--- config.mk ---
export PLATFORM = sky130hd
export DESIGN_NAME = cmul3_pipe
export DESIGN_NICKNAME = d
export VERILOG_FILES = /design/src/rtl/cmul3_pkg.sv /design/src/rtl/cmul3_split.sv /design/src/rtl/cmul3_combine.sv /design/src/rtl/cmul3_finish.sv /design/src/rtl/cmul3_pipe.sv
export SDC_FILE = /design/constraint.sdc
export NUM_CORES = 2
export LEC_CHECK = 0
export BUFFER_PORTS_ARGS = -buffer_cell sky130_fd_sc_hd__buf_2
export CAP_MARGIN = 20
export CORE_MARGIN = 3
export CORE_UTILIZATION = 55
export DETAILED_ROUTE_END_ITERATION = 6
export HOLD_SLACK_MARGIN = 0.08
export PLACE_DENSITY_LB_ADDON = 0.05
export SETUP_SLACK_MARGIN = 0.4
export SLEW_MARGIN = 20
export SYNTH_ARGS = -nofsm -noshare
export SYNTH_HDL_FRONTEND = slang
export SYNTH_SLANG_ARGS = --single-unit
--- constraint.sdc ---
create_clock -name clk -period 19 [get_ports clk]
set_input_delay 1.9 -clock clk [delete_from_list [all_inputs] [get_ports clk]]
set_output_delay 1.9 -clock clk [all_outputs]
set_load 0.05 [all_outputs]
--- src/rtl/cmul3_pkg.sv ---
package cmul3_pkg;
    // Number of register stages between the operand inputs and the result
    localparam int unsigned LATENCY = 3;

    // Step identifiers, one per pipeline register stage
    typedef enum logic [1:0] {
        STEP_SPLIT   = 2'd0,
        STEP_COMBINE = 2'd1,
        STEP_FINISH  = 2'd2
    } step_e;
endpackage

--- src/rtl/cmul3_split.sv ---
// Step one: the two direct products and the two operand sums
module cmul3_split #(
    parameter int unsigned N = 16,
    localparam int unsigned PW = 2 * N,
    localparam int unsigned SW = N + 1
) (
    input  logic                 clk,
    input  logic                 rst,
    input  logic                 v_in,
    input  logic signed [N-1:0]  ar,
    input  logic signed [N-1:0]  ai,
    input  logic signed [N-1:0]  br,
    input  logic signed [N-1:0]  bi,
    output logic                 v_q,
    output logic signed [PW-1:0] p1_q,
    output logic signed [PW-1:0] p2_q,
    output logic signed [SW-1:0] s1_q,
    output logic signed [SW-1:0] s2_q
);
    logic signed [PW-1:0] p1_n, p2_n;
    logic signed [SW-1:0] s1_n, s2_n;

    always_comb begin
        p1_n = ar * br;
        p2_n = ai * bi;
        s1_n = SW'(ar) + SW'(ai);
        s2_n = SW'(br) + SW'(bi);
    end

    always_ff @(posedge clk) begin
        if (rst) v_q <= 1'b0;
        else     v_q <= v_in;
    end

    always_ff @(posedge clk) begin
        p1_q <= p1_n;
        p2_q <= p2_n;
        s1_q <= s1_n;
        s2_q <= s2_n;
    end
endmodule

--- src/rtl/cmul3_combine.sv ---
// Step two: real part, product-sum and the single cross product
module cmul3_combine #(
    parameter int unsigned N = 16,
    localparam int unsigned PW = 2 * N,
    localparam int unsigned SW = N + 1,
    localparam int unsigned W  = 2 * N + 2
) (
    input  logic                 clk,
    input  logic                 rst,
    input  logic                 v_in,
    input  logic signed [PW-1:0] p1,
    input  logic signed [PW-1:0] p2,
    input  logic signed [SW-1:0] s1,
    input  logic signed [SW-1:0] s2,
    output logic                 v_q,
    output logic signed [W-1:0]  re_q,
    output logic signed [W-1:0]  d_q,
    output logic signed [W-1:0]  s_q
);
    logic signed [W-1:0] p1_x, p2_x, re_n, d_n, s_n;

    always_comb begin
        p1_x = W'(p1);
        p2_x = W'(p2);
        re_n = p1_x - p2_x;
        d_n  = p1_x + p2_x;
        s_n  = s1 * s2;
    end

    always_ff @(posedge clk) begin
        if (rst) v_q <= 1'b0;
        else     v_q <= v_in;
    end

    always_ff @(posedge clk) begin
        re_q <= re_n;
        d_q  <= d_n;
        s_q  <= s_n;
    end
endmodule

--- src/rtl/cmul3_finish.sv ---
// Step three: imaginary part; real part delayed to stay aligned
module cmul3_finish #(
    parameter int unsigned N = 16,
    localparam int unsigned W = 2 * N + 2
) (
    input  logic                clk,
    input  logic                rst,
    input  logic                v_in,
    input  logic signed [W-1:0] re,
    input  logic signed [W-1:0] d,
    input  logic signed [W-1:0] s,
    output logic                v_q,
    output logic signed [W-1:0] re_q,
    output logic signed [W-1:0] im_q
);
    always_ff @(posedge clk) begin
        if (rst) v_q <= 1'b0;
        else     v_q <= v_in;
    end

    always_ff @(posedge clk) begin
        re_q <= re;
        im_q <= s - d;
    end

    // a true real part never needs the top guard bit
    a_r2_re_headroom: assert property (@(posedge clk) disable iff (rst)
        v_q |-> (re_q[W-1] == re_q[W-2]));

    // a true imaginary part never needs the top guard bit
    a_r3_im_headroom: assert property (@(posedge clk) disable iff (rst)
        v_q |-> (im_q[W-1] == im_q[W-2]));
endmodule

--- src/rtl/cmul3_pipe.sv ---
module cmul3_pipe
    import cmul3_pkg::*;
#(
    parameter int unsigned N = 16,
    localparam int unsigned PW = 2 * N,
    localparam int unsigned SW = N + 1,
    localparam int unsigned W  = 2 * N + 2
) (
    input  logic                clk,
    input  logic                rst,
    input  logic                in_valid,
    input  logic signed [N-1:0] a_re,
    input  logic signed [N-1:0] a_im,
    input  logic signed [N-1:0] b_re,
    input  logic signed [N-1:0] b_im,
    output logic                out_valid,
    output logic signed [W-1:0] y_re,
    output logic signed [W-1:0] y_im
);
    logic                 v1, v2;
    logic signed [PW-1:0] p1, p2;
    logic signed [SW-1:0] s1, s2;
    logic signed [W-1:0]  re2, d2, s2p;

    cmul3_split #(.N(N)) u_split (
        .clk(clk), .rst(rst), .v_in(in_valid),
        .ar(a_re), .ai(a_im), .br(b_re), .bi(b_im),
        .v_q(v1), .p1_q(p1), .p2_q(p2), .s1_q(s1), .s2_q(s2)
    );

    cmul3_combine #(.N(N)) u_combine (
        .clk(clk), .rst(rst), .v_in(v1),
        .p1(p1), .p2(p2), .s1(s1), .s2(s2),
        .v_q(v2), .re_q(re2), .d_q(d2), .s_q(s2p)
    );

    cmul3_finish #(.N(N)) u_finish (
        .clk(clk), .rst(rst), .v_in(v2),
        .re(re2), .d(d2), .s(s2p),
        .v_q(out_valid), .re_q(y_re), .im_q(y_im)
    );

    // Cycles since reset, saturating at the latency; guards the $past window
    logic [1:0] warm;
    always_ff @(posedge clk) begin
        if (rst)                     warm <= '0;
        else if (warm != 2'(LATENCY)) warm <= warm + 2'd1;
    end

    // reset empties the pipeline
    a_r1_reset_clears: assert property (@(posedge clk)
        rst |=> !out_valid);

    // out_valid mirrors in_valid exactly three cycles later
    a_r4_latency: assert property (@(posedge clk) disable iff (rst)
        (warm == 2'(LATENCY)) |-> (out_valid == $past(in_valid, 3)));
endmodule

==> flow_metrics.tcl <==
set metrics [dict create \
    drt_first_iter_violations 1812 \
    rsz0062_at_grt "no" \
    cts_inserted_buffers 31 \
    track_usage_pct 27.7 \
    firstDrtPassIters 7 \
    cts-root-buf "clkbuf_16" \
    status "finished clean" \
    yosysTopAreaCellShare_pct 38.8 \
    synth_simple_gate_area_share_pct 15.1 \
    place_area_um2 44000 \
    synth_top_family_by_area "adder cells" \
    hp-class "reg -> reg" \
    cp_slowest_cell "fa_1" \
    ys.flop_type "dfxtp_1" \
    syn_nets 5890 \
    async_flop_share_pct 0 \
    criticalPathCategory "in -> reg" \
    fin_skew_ns 0.0371 \
    grt_max_degree 18 \
    synthAdderAreaFrac_pct 50.0 \
    rows 101 \
    setup_viol 0 \
    critPathLaunchType "primary input" \
    vias 30489 \
    stdcell_area_um2 45100 \
    area_growth_pct 6.16 \
    die-area_um2 80700 \
    initial_utilization_pct 55.8 \
    h-tree-depth 1 \
    cts_resized 0 \
    clockBufferDepth 3 \
    layout_commonest_cell "inv_1" \
    hpwl_um 91100 \
    end_kind "flip-flop" \
    period_share_pct 40.6 \
    fillers 6907 \
    syn_area_um2 42500 \
    place.gp.congestion 0.905 \
    ys_ff_latch 267 \
    drive_gt1_share_pct 4.64 \
    synth_cell_types 82 \
    antenna_found_initial 11 \
    final_cell_mix "inv_1 (1024), fa_1 (825), nand2_1 (446)" \
    synthTopCellsByArea "fa_1 (39%), dfxtp_1 (13%), ha_1 (11%), inv_1 (9.0%), and2_1 (5.9%)" \
    worstMarginPinSlew_ns 0.843 \
    die_w_um 284 \
    insertion_delay_ns 0.62 \
    first_global_vias 31267 \
    finalSetupTns_ns 0 \
    crit_top_cell "fa_1" \
    yosysTopAreaCell "fa_1" \
    dieHeight_um 284 \
    grt_pass1_wl_um 176000 \
    synth-edff-count 0 \
    hold_viol_final 0 \
    crit_arrival_ns 8.19 \
    worstPathMaxFanout 17 \
    hold_slack_ns 0.297 \
    slew_violations 0 \
    drv_cap 0 \
    regArea_um2 5350 \
    synth_xor_area_share_pct 3.81 \
    synthCells 4620 \
    drt_drc_violations_left 0 \
    clk_pin_slew_ns 0.06 \
    cts_setup_buffers 0 \
    multi_input_area_um2 32800 \
    ant_nets 0 \
    syn_avg_cell_area_um2 9.20 \
    grt-ovfl-total 0 \
    fin_nets 5926 \
    critPathTopFamily "adder cells" \
    wl_per_cell_um 19.2 \
    fmax_ghz 0.130 \
    yosys_warnings 0 \
    slew_headroom_pct 42.4 \
    io_buffers 135 \
    crit_required_ns 19.47 \
    hold_buffers 0 \
    synth-compound-area-share_pct 8.11 \
    cts_tree "done" \
    vias_per_cell 5.33 \
    crit_chain "buf_2 > nand2_1 > fa_1 > inv_1 > fa_1 > inv_1 > fa_1 > inv_1 > fa_1 > fa_1 > inv_1 > fa_1 > inv_1 > ha_1 > a21o_1 > a21o_1 > a2111oi_0 > o32ai_1 > o21a_1 > o31a_1 > o221ai_1 > nor4bb_1 > a311o_1" \
    synth_mux_area_share_pct 0.0706 \
    critical_path_buf_inv_count 6 \
    wirelength_um 110000 \
    core_area_um2 76200 \
    io_pins 136 \
    min_period_ns 7.72 \
    slowest_delay_ns 0.55 \
    yosysSeqAreaShare_pct 12.6 \
    numClockSinks 267 \
]
==> state kept, by name (all words and copies together), names as in the netlist <==
signal	flops
u_combine.s_q	34
u_finish.re_q	33
u_combine.v_q	1
u_finish.im_q	34
u_split.s1_q	17
u_combine.d_q	32
u_combine.re_q	33
u_finish.v_q	1
u_split.p2_q	32
u_split.s2_q	17
u_split.p1_q	32
u_split.v_q	1
==> cell type report <==
type	count	area share, %
Sequential cell	267	11.8
Clock inverter	23	0.754
Inverter	1030	8.57
Tap cell	1030	2.86
Multi-Input combinational cell	3191	72.6
Antenna cell	8	0.0444
Clock buffer	35	1.80
Timing Repair Buffer	135	1.50
==> path summary, 6_finish.rpt <==
kind                                    from                         to  slack [ns]  cells past startpoint
setup / recovery                     a_im[7]   u_split.p2_q[30]$_DFF_P_       11.28                     23
hold / removal    u_combine.re_q[27]$_DFF_P_  u_finish.re_q[27]$_DFF_P_        0.30                      0
setup reg to reg    u_split.s2_q[11]$_DFF_P_  u_combine.s_q[27]$_DFF_P_       12.21                     20
hold reg to reg   u_combine.re_q[27]$_DFF_P_  u_finish.re_q[27]$_DFF_P_        0.30                      0
==> through the flow <==
| stage | util (%) | setup slack (ns) | cells |
|---|---|---|---|
| after detailed placement | 57.7 | 10.70 | 5653 |
| after floorplan | - | 11.23 | 4620 |
| after global routing | 59.2 | 10.99 | 5714 |
| after CTS | 59.2 | 11.32 | 5711 |
| final | 59.2 | 11.28 | 5719 |
| after global placement | 57.7 | 10.75 | 5653 |
==> synthesized netlist by cell type (7+ instances only) <==
cell type  number
and2_1        400
o31a_1          7
nor3_1         53
buf_2           9
inv_1        1024
nor4_1         13
ha_1          378
or4_1           8
o21a_1         27
o21ai_0        72
nand3_1        29
nand4_1        18
a2111oi_0      12
nor2b_1        32
a31oi_1        17
dfxtp_1       267
o21bai_1       24
fa_1          825
xor2_1         37
o21ai_1        29
and3_1         25
nor2_1        165
a311oi_1        7
a211oi_1       18
a21oi_1       158
o211ai_1       14
nand2b_1       39
or3_1          18
clkbuf_1      119
a21o_1         58
nand2_1       446
xnor2_1       148
==> logic make-up after synthesis <==
| logic type | after synthesis |
|---|---|
| adders and majority gates | 1203 |
| and+or+nand+nor | 1278 |
| AOI/OAI and AO/OA | 522 |
| buffers and inverters | 1162 |
| DFF | 267 |
| xor gates and xnor gates | 185 |
| muxes | 3 |
==> layer usage <==
layer  up-vias  track usage, %  share of wire [%]
li1      14209               -                  -
met1     15342            39.1                 45
met3       152            3.19                4.9
met2       780            45.9                 47
met4         6            7.05                2.9
met5         -               0              0.031
Power is left out: the tool's default activity adds up to more than one toggle a clock period on the data nets, which glitch-free logic cannot reach.
